--- config.mk ---
export PLATFORM = sky130hd
export DESIGN_NAME = rtc_update_sched
export DESIGN_NICKNAME = d
export VERILOG_FILES = /design/src/rtl/rtc_sched_pkg.sv /design/src/rtl/rtc_ctl_regs.sv /design/src/rtl/rtc_phase_div.sv /design/src/rtl/rtc_upd_timing.sv /design/src/rtl/rtc_update_sched.sv
export SDC_FILE = /design/constraint.sdc
export NUM_CORES = 1
export LEC_CHECK = 0
export BUFFER_PORTS_ARGS = -buffer_cell sky130_fd_sc_hd__clkbuf_2
export CORE_MARGIN = 5
export CORE_UTILIZATION = 45
export CTS_CLUSTER_DIAMETER = 100
export CTS_CLUSTER_SIZE = 40
export DETAILED_ROUTE_END_ITERATION = 8
export PLACE_DENSITY = 0.75
export SKIP_LAST_GASP = 1
export SYNTH_ARGS = -nofsm -noshare
export SYNTH_HDL_FRONTEND = slang
export SYNTH_SLANG_ARGS = --single-unit
--- constraint.sdc ---
create_clock -name clk -period 1.47 [get_ports clk]
set_input_delay 0.147 -clock clk [delete_from_list [all_inputs] [get_ports clk]]
set_output_delay 0.147 -clock clk [all_outputs]
set_load 0.01 [all_outputs]
--- src/rtl/rtc_sched_pkg.sv ---
// Shared constants for the update scheduler: the register select encoding,
// the field positions that software relies on, and the decode of the
// divider-reset condition. Assumes byte-wide control registers.
package rtc_sched_pkg;

    typedef enum logic {
        SEL_CTL_A = 1'b0,
        SEL_CTL_B = 1'b1
    } ctl_sel_e;

    localparam int DIV_HI  = 6;
    localparam int DIV_LO  = 4;
    localparam int SET_POS = 7;

    localparam logic [2:0] DIV_RUN_MAX = 3'd2;
    localparam logic [6:0] CTL_A_INIT  = 7'h20;

    // True when the divider field holds the divider in reset.
    function automatic logic div_field_held(input logic [2:0] dv);
        return dv[2] & dv[1];
    endfunction

endpackage

--- src/rtl/rtc_ctl_regs.sv ---
// Control register file for the scheduler. Holds the writable bits of
// register A, the set bit of register B and the pending-restart flag.
// Decodes the two events that restart the divider at mid-second.
// Assumes one register write at most per cycle.
module rtc_ctl_regs
    import rtc_sched_pkg::*;
(
    input  logic       clk,
    input  logic       rst_n,
    input  logic       wr_en,
    input  logic       wr_sel,
    input  logic [7:0] wr_data,
    output logic [6:0] ctl_a_q,
    output logic       set_q,
    output logic       pend_q,
    output logic       restart,
    output logic       held
);

    logic wr_a;
    logic wr_b;
    logic release_req;
    logic set_fall;

    // Event decode for writes, releases and set-bit clears.
    always_comb begin
        wr_a        = wr_en && (ctl_sel_e'(wr_sel) == SEL_CTL_A);
        wr_b        = wr_en && (ctl_sel_e'(wr_sel) == SEL_CTL_B);
        release_req = wr_a && div_field_held(ctl_a_q[DIV_HI:DIV_LO])
                      && (wr_data[DIV_HI:DIV_LO] <= DIV_RUN_MAX);
        set_fall    = wr_b && set_q && !wr_data[SET_POS];
        restart     = (release_req && !set_q) || (set_fall && pend_q);
        held        = div_field_held(ctl_a_q[DIV_HI:DIV_LO]) || pend_q;
    end

    // Register A writable bits; bit 7 is never stored.
    always_ff @(posedge clk) begin
        if (!rst_n)    ctl_a_q <= CTL_A_INIT;
        else if (wr_a) ctl_a_q <= wr_data[6:0];
    end

    // Set bit of register B.
    always_ff @(posedge clk) begin
        if (!rst_n)    set_q <= 1'b0;
        else if (wr_b) set_q <= wr_data[SET_POS];
    end

    // Pending restart: recorded on a release under set, consumed on set clear.
    always_ff @(posedge clk) begin
        if (!rst_n)                       pend_q <= 1'b0;
        else if (release_req && set_q)    pend_q <= 1'b1;
        else if (set_fall && pend_q)      pend_q <= 1'b0;
    end

endmodule

--- src/rtl/rtc_phase_div.sv ---
// Sub-second phase counter. Steps once per clock while running, wraps at
// TICKS_PER_SEC-1 and can be loaded to mid-second. Assumes TICKS_PER_SEC
// is at least 4 so that the mid-second value lies inside the range.
module rtc_phase_div #(
    parameter int TICKS_PER_SEC = 20,
    localparam int PW = $clog2(TICKS_PER_SEC)
) (
    input  logic          clk,
    input  logic          rst_n,
    input  logic          run,
    input  logic          load_half,
    output logic [PW-1:0] phase,
    output logic          at_top
);

    localparam logic [PW-1:0] TOP_P  = PW'(TICKS_PER_SEC - 1);
    localparam logic [PW-1:0] HALF_P = PW'(TICKS_PER_SEC / 2);

    // Flag the last phase of the second.
    always_comb at_top = (phase == TOP_P);

    // Phase register: mid-second load wins over stepping.
    always_ff @(posedge clk) begin
        if (!rst_n)         phase <= '0;
        else if (load_half) phase <= HALF_P;
        else if (run)       phase <= at_top ? '0 : phase + 1'b1;
    end

endmodule

--- src/rtl/rtc_upd_timing.sv ---
// Decodes the update strobe and the update-in-progress window from the
// phase. Both are suppressed while the divider is held or set mode is on.
// Assumes UIP_TICKS is below TICKS_PER_SEC/2 - 1 so the window never
// overlaps a freshly loaded mid-second phase.
module rtc_upd_timing #(
    parameter int TICKS_PER_SEC = 20,
    parameter int UIP_TICKS     = 3,
    localparam int PW = $clog2(TICKS_PER_SEC)
) (
    input  logic          run,
    input  logic          set_mode,
    input  logic          at_top,
    input  logic [PW-1:0] phase,
    output logic          upd_stb,
    output logic          uip
);

    logic active;

    // Updates only happen on a running divider outside set mode.
    always_comb begin
        active  = run && !set_mode;
        upd_stb = active && at_top;
    end

    generate
        if (UIP_TICKS == 0) begin : g_no_uip
            // No warning window configured.
            always_comb uip = 1'b0;
        end else begin : g_uip
            localparam logic [PW-1:0] FIRST_P = PW'(TICKS_PER_SEC - 1 - UIP_TICKS);
            // Window covers the UIP_TICKS phases ahead of the top phase.
            always_comb uip = active && (phase >= FIRST_P) && !at_top;
        end
    endgenerate

endmodule

--- src/rtl/rtc_update_sched.sv ---
// Top of the update scheduler. Connects the control registers, the phase
// counter and the update decode, and returns register A with the
// update-in-progress flag in its read-only top bit. Assumes a timebase
// clock that ticks TICKS_PER_SEC times per second.
module rtc_update_sched #(
    parameter int TICKS_PER_SEC = 20,
    parameter int UIP_TICKS     = 3,
    localparam int PW = $clog2(TICKS_PER_SEC)
) (
    input  logic          clk,
    input  logic          rst_n,
    input  logic          wr_en,
    input  logic          wr_sel,
    input  logic [7:0]    wr_data,
    output logic          upd_stb,
    output logic          uip,
    output logic [PW-1:0] phase,
    output logic [7:0]    ctl_a_rd
);

    logic [6:0] ctl_a_q;
    logic       set_q;
    logic       pend_q;
    logic       restart;
    logic       held;
    logic       run;
    logic       at_top;

    // The divider runs unless its field holds it or a restart waits.
    always_comb run = !held;

    rtc_ctl_regs u_regs (
        .clk     (clk),
        .rst_n   (rst_n),
        .wr_en   (wr_en),
        .wr_sel  (wr_sel),
        .wr_data (wr_data),
        .ctl_a_q (ctl_a_q),
        .set_q   (set_q),
        .pend_q  (pend_q),
        .restart (restart),
        .held    (held)
    );

    rtc_phase_div #(.TICKS_PER_SEC(TICKS_PER_SEC)) u_div (
        .clk       (clk),
        .rst_n     (rst_n),
        .run       (run),
        .load_half (restart),
        .phase     (phase),
        .at_top    (at_top)
    );

    rtc_upd_timing #(
        .TICKS_PER_SEC (TICKS_PER_SEC),
        .UIP_TICKS     (UIP_TICKS)
    ) u_tim (
        .run      (run),
        .set_mode (set_q),
        .at_top   (at_top),
        .phase    (phase),
        .upd_stb  (upd_stb),
        .uip      (uip)
    );

    // Register A readback with the live flag in the read-only bit.
    always_comb ctl_a_rd = {uip, ctl_a_q};

endmodule

==> results by group <==
Cells and area
  – Multi-input combinational cell area: 416.7 um2
  – # diodes: 0
  – Area grow syn2layout: 44.01%
  – Filler Cells Inserted: 131
  – Layout cells sized above 1: 45.76%
  – Core Util, Final: 66.50%
  – Register area: 292.8 um2
  – Nets: 132

Logic synthesis
  – Post-synth EDFFs: 0
  – Ys Warns: 0
  – Top cells by count, synth: 19 x nand2_1, 14 x dfxtp_1, 9 x a21oi_1, 4 x nand3_1, 4 x nor2b_1
  – Avg Cell Area, Syn: 8.285 um2
  – Largest family of logic cells by synthesized area: simple AND/OR/NAND/NOR gates
  – Post-synthesis mux area share: 1.473%
  – Post-synth top area share: 41.25%
  – Count leader, synth: nand2_1
  – Post-Syn Nets: 95
  – Ys flop type: dfxtp_1
  – Synth unique cells: 31
  – Netlist Area Pre-Place: 679.4 um2
  – Post-synthesis adder-cell area fraction: 1.842%
  – Register area share after synthesis: 41.25%
  – Synth Register Bits: 14
  – Ys async rst share: 0%
  – Area share of and/or/nand/nor cells after synthesis: 31.68%
  – Post-Synthesis Cells: 82
  – Post-synthesis xor/xnor area fraction: 0%
  – Top cells by area, synth: dfxtp_1 41%, nand2_1 10%, a21oi_1 6.6%
  – Post-synthesis compound-gate area fraction: 18.60%
  – Synth area leader: dfxtp_1

STA
  – Hold slack: 60.33 ps
  – Fin crit share: 108.5%
  – Max Freq: 0.6269 GHz
  – RSZ-0062 raised after global routing: true
  – Slew Viols, Final: 0
  – Layout Skew: 5.387 ps
  – Final Hold Violating Endpoints: 0
  – Least-Margin Pin Slew: 364.9 ps
  – Final Critical Period: 1595 ps
  – Final setup violation count: 3
  – Slew margin rel.: 75.36%
  – Worst Setup Slack, final: -125.1 ps

GRT
  – Largest net degree at the start of global routing: 11
  – First-pass GRT wire length: 2994 um
  – Total congestion overflow: 0
  – Gr usage total: 15.64%
  – Vias in the first global route: 717
  – Antenna violations before repair: 0

Critical path
  – R2R Setup Slk: 40 ps
  – Worst R2R Path Depth: 4
  – FF-to-FF Start: u_regs.ctl_a_q[6]
  – R2r endpoint: u_div.phase[4]
  – CP required: 1320 ps
  – WS Path Type: flip-flop to output pin
  – Critical Path Slowest Stage Cell: dfxtp_4
  – Crit-path cells: ha_4 -> nor4bb_4 -> nor3b_2 -> buf_2
  – Critical path peak fanout: 3
  – Worst EP arrival: 1450 ps
  – Worst Setup SP: u_div.phase[0]
  – Max incr delay on CP: 370 ps
  – Crit. End Element: output pin
  – Worst Setup Start Kind: flip-flop

Outcome
  – Failing checks: setup timing
  – Status: finished, violations left

Floorplan
  – Initial core utilization: 46.17%
  – Die Height: 48.86 um
  – Chip Width: 48.86 um
  – Die area: 2387 um2
  – Rows: 14
  – I/O pin cnt: 27
  – Core area: 1471 um2

Route
  – Vias: 720
  – Final routed DRC violation total: 0
  – Routed len/inst: 13.35 um
  – Final ANT Viol Nets: 0
  – Drt first pass iters: 4
  – Vias per cell: 5.373
  – Total wire length: 1789 um
  – Initial DRC count: 12

Clock tree
  – Clock tree buffer depth: 2
  – Worst-Skew Late Latency: 280 ps
  – Clk slew on worst S/H paths: 80 ps
  – Htree depth: 1
  – Hold-fix buffers, CTS: 0
  – CTS root buffer: clkbuf_4
  – CTS tree: done
  – Total CTS buffers: 3
  – CTS Sinks: 14

Power
  – Max VDD drop: 0.6934 mV
  – Total leakage power: 0.0004221 uW
  – Power Dens Cells: 873.5 nW/um2

Hold path
  – Hold Path Origin: rst_n
  – Worst Hold Path EP: u_regs.ctl_a_q[5]
  – Hold Path Depth: 2
  – Hold WC Path Type: input pin to flip-flop

Placed design
  – Post-DP HPWL: 1284 um
  – Gpl congestion: 0.8393
  – Buffers on Ports: 26

Flow run
  – Max-cap viol count: 0
## report_power, final
group	switching [uW]	internal [uW]	total (uW)
logic	75.8	77.2	153
clock network	130	151	280
registers	20.3	401	421
## worst max-delay path, delay by kind of cell, from the launching register on
family                   cells  cell delay [ps]
AND/OR/NAND/NOR              2              520
buffers and inverters        1              150
adder cells (fa/ha/maj)      1              130
flip-flops                   1              370
## flip-flops by register name, summed over array words and instances (netlist names)
| signal | flops |
|---|---|
| u_regs.ctl_a_q | 7 |
| u_regs.set_q | 1 |
| u_div.phase | 5 |
| u_regs.pend_q | 1 |
## worst max path at each step
stage	endpoint	slack, ps
after floorplan	upd_stb	-50
after global placement	upd_stb	30
after detailed placement	upd_stb	-60
after CTS	upd_stb	-120
after global routing	upd_stb	-200
final	upd_stb	-130
## area by class of cell
class | count | area share (%)
multi-input cells | 62 | 42.58
inverters | 3 | 1.151
flip-flops and latches | 14 | 29.92
repair buffers | 35 | 20.59
well taps | 16 | 2.046
clock buffers | 4 | 3.708
## routing by layer
layer	global-route usage (%)	wire length [um]	vias to the layer above
met5	0	0	-
met4	6.278	20	0
met3	2.141	95	4
met2	28.70	898	23
met1	17.79	775	325
li1	-	-	368
## kinds of logic (layout without fill, tap and decap cells)
| logic type | after synthesis | in the layout |
|---|---|---|
| compound gates | 20 | 20 |
| fa+ha+maj | 1 | 1 |
| buf+inv | 6 | 42 |
| flops | 14 | 14 |
| mux | 1 | 1 |
| simple gates | 40 | 40 |
## per-stage QoR
step                cells  setup slack (ps)  total power, uW  setup TNS (ps)  cell area [um2]
floorplan              82            -48.36            491.2          -48.36            685.7
global placement      126             25.86            553.9               0            849.6
detailed placement    126            -61.50            557.0          -61.50            849.6
CTS                   133            -120.7            854.7          -249.3            960.9
global route          134            -199.4            898.7          -494.6            978.4
finish                134            -125.1            854.6          -219.6            978.4
## cells in the final DEF (no fill, tap or decap), types with 2 or more instances in the layout
master | netlist | routed
a211oi_1 | 3 | 2
a211oi_2 | 1 | 2
a21oi_1 | 9 | 9
buf_2 | 1 | 3
buf_4 | 1 | 8
clkbuf_2 | 0 | 23
clkbuf_4 | 0 | 3
dfxtp_1 | 14 | 8
dfxtp_2 | 0 | 4
dfxtp_4 | 0 | 2
nand2_1 | 19 | 19
nand3_1 | 4 | 4
nor2b_1 | 4 | 4
o21ai_0 | 3 | 2
or3_1 | 2 | 2
## timing repair
action | 4_1_cts | 5_1_grt
buffers inserted | 3 | 1
setup endpoints to repair | 3 | 5
gates resized for setup | 13 | 8
pin swaps | 4 | 1
(Power assumes the default switching activity.)
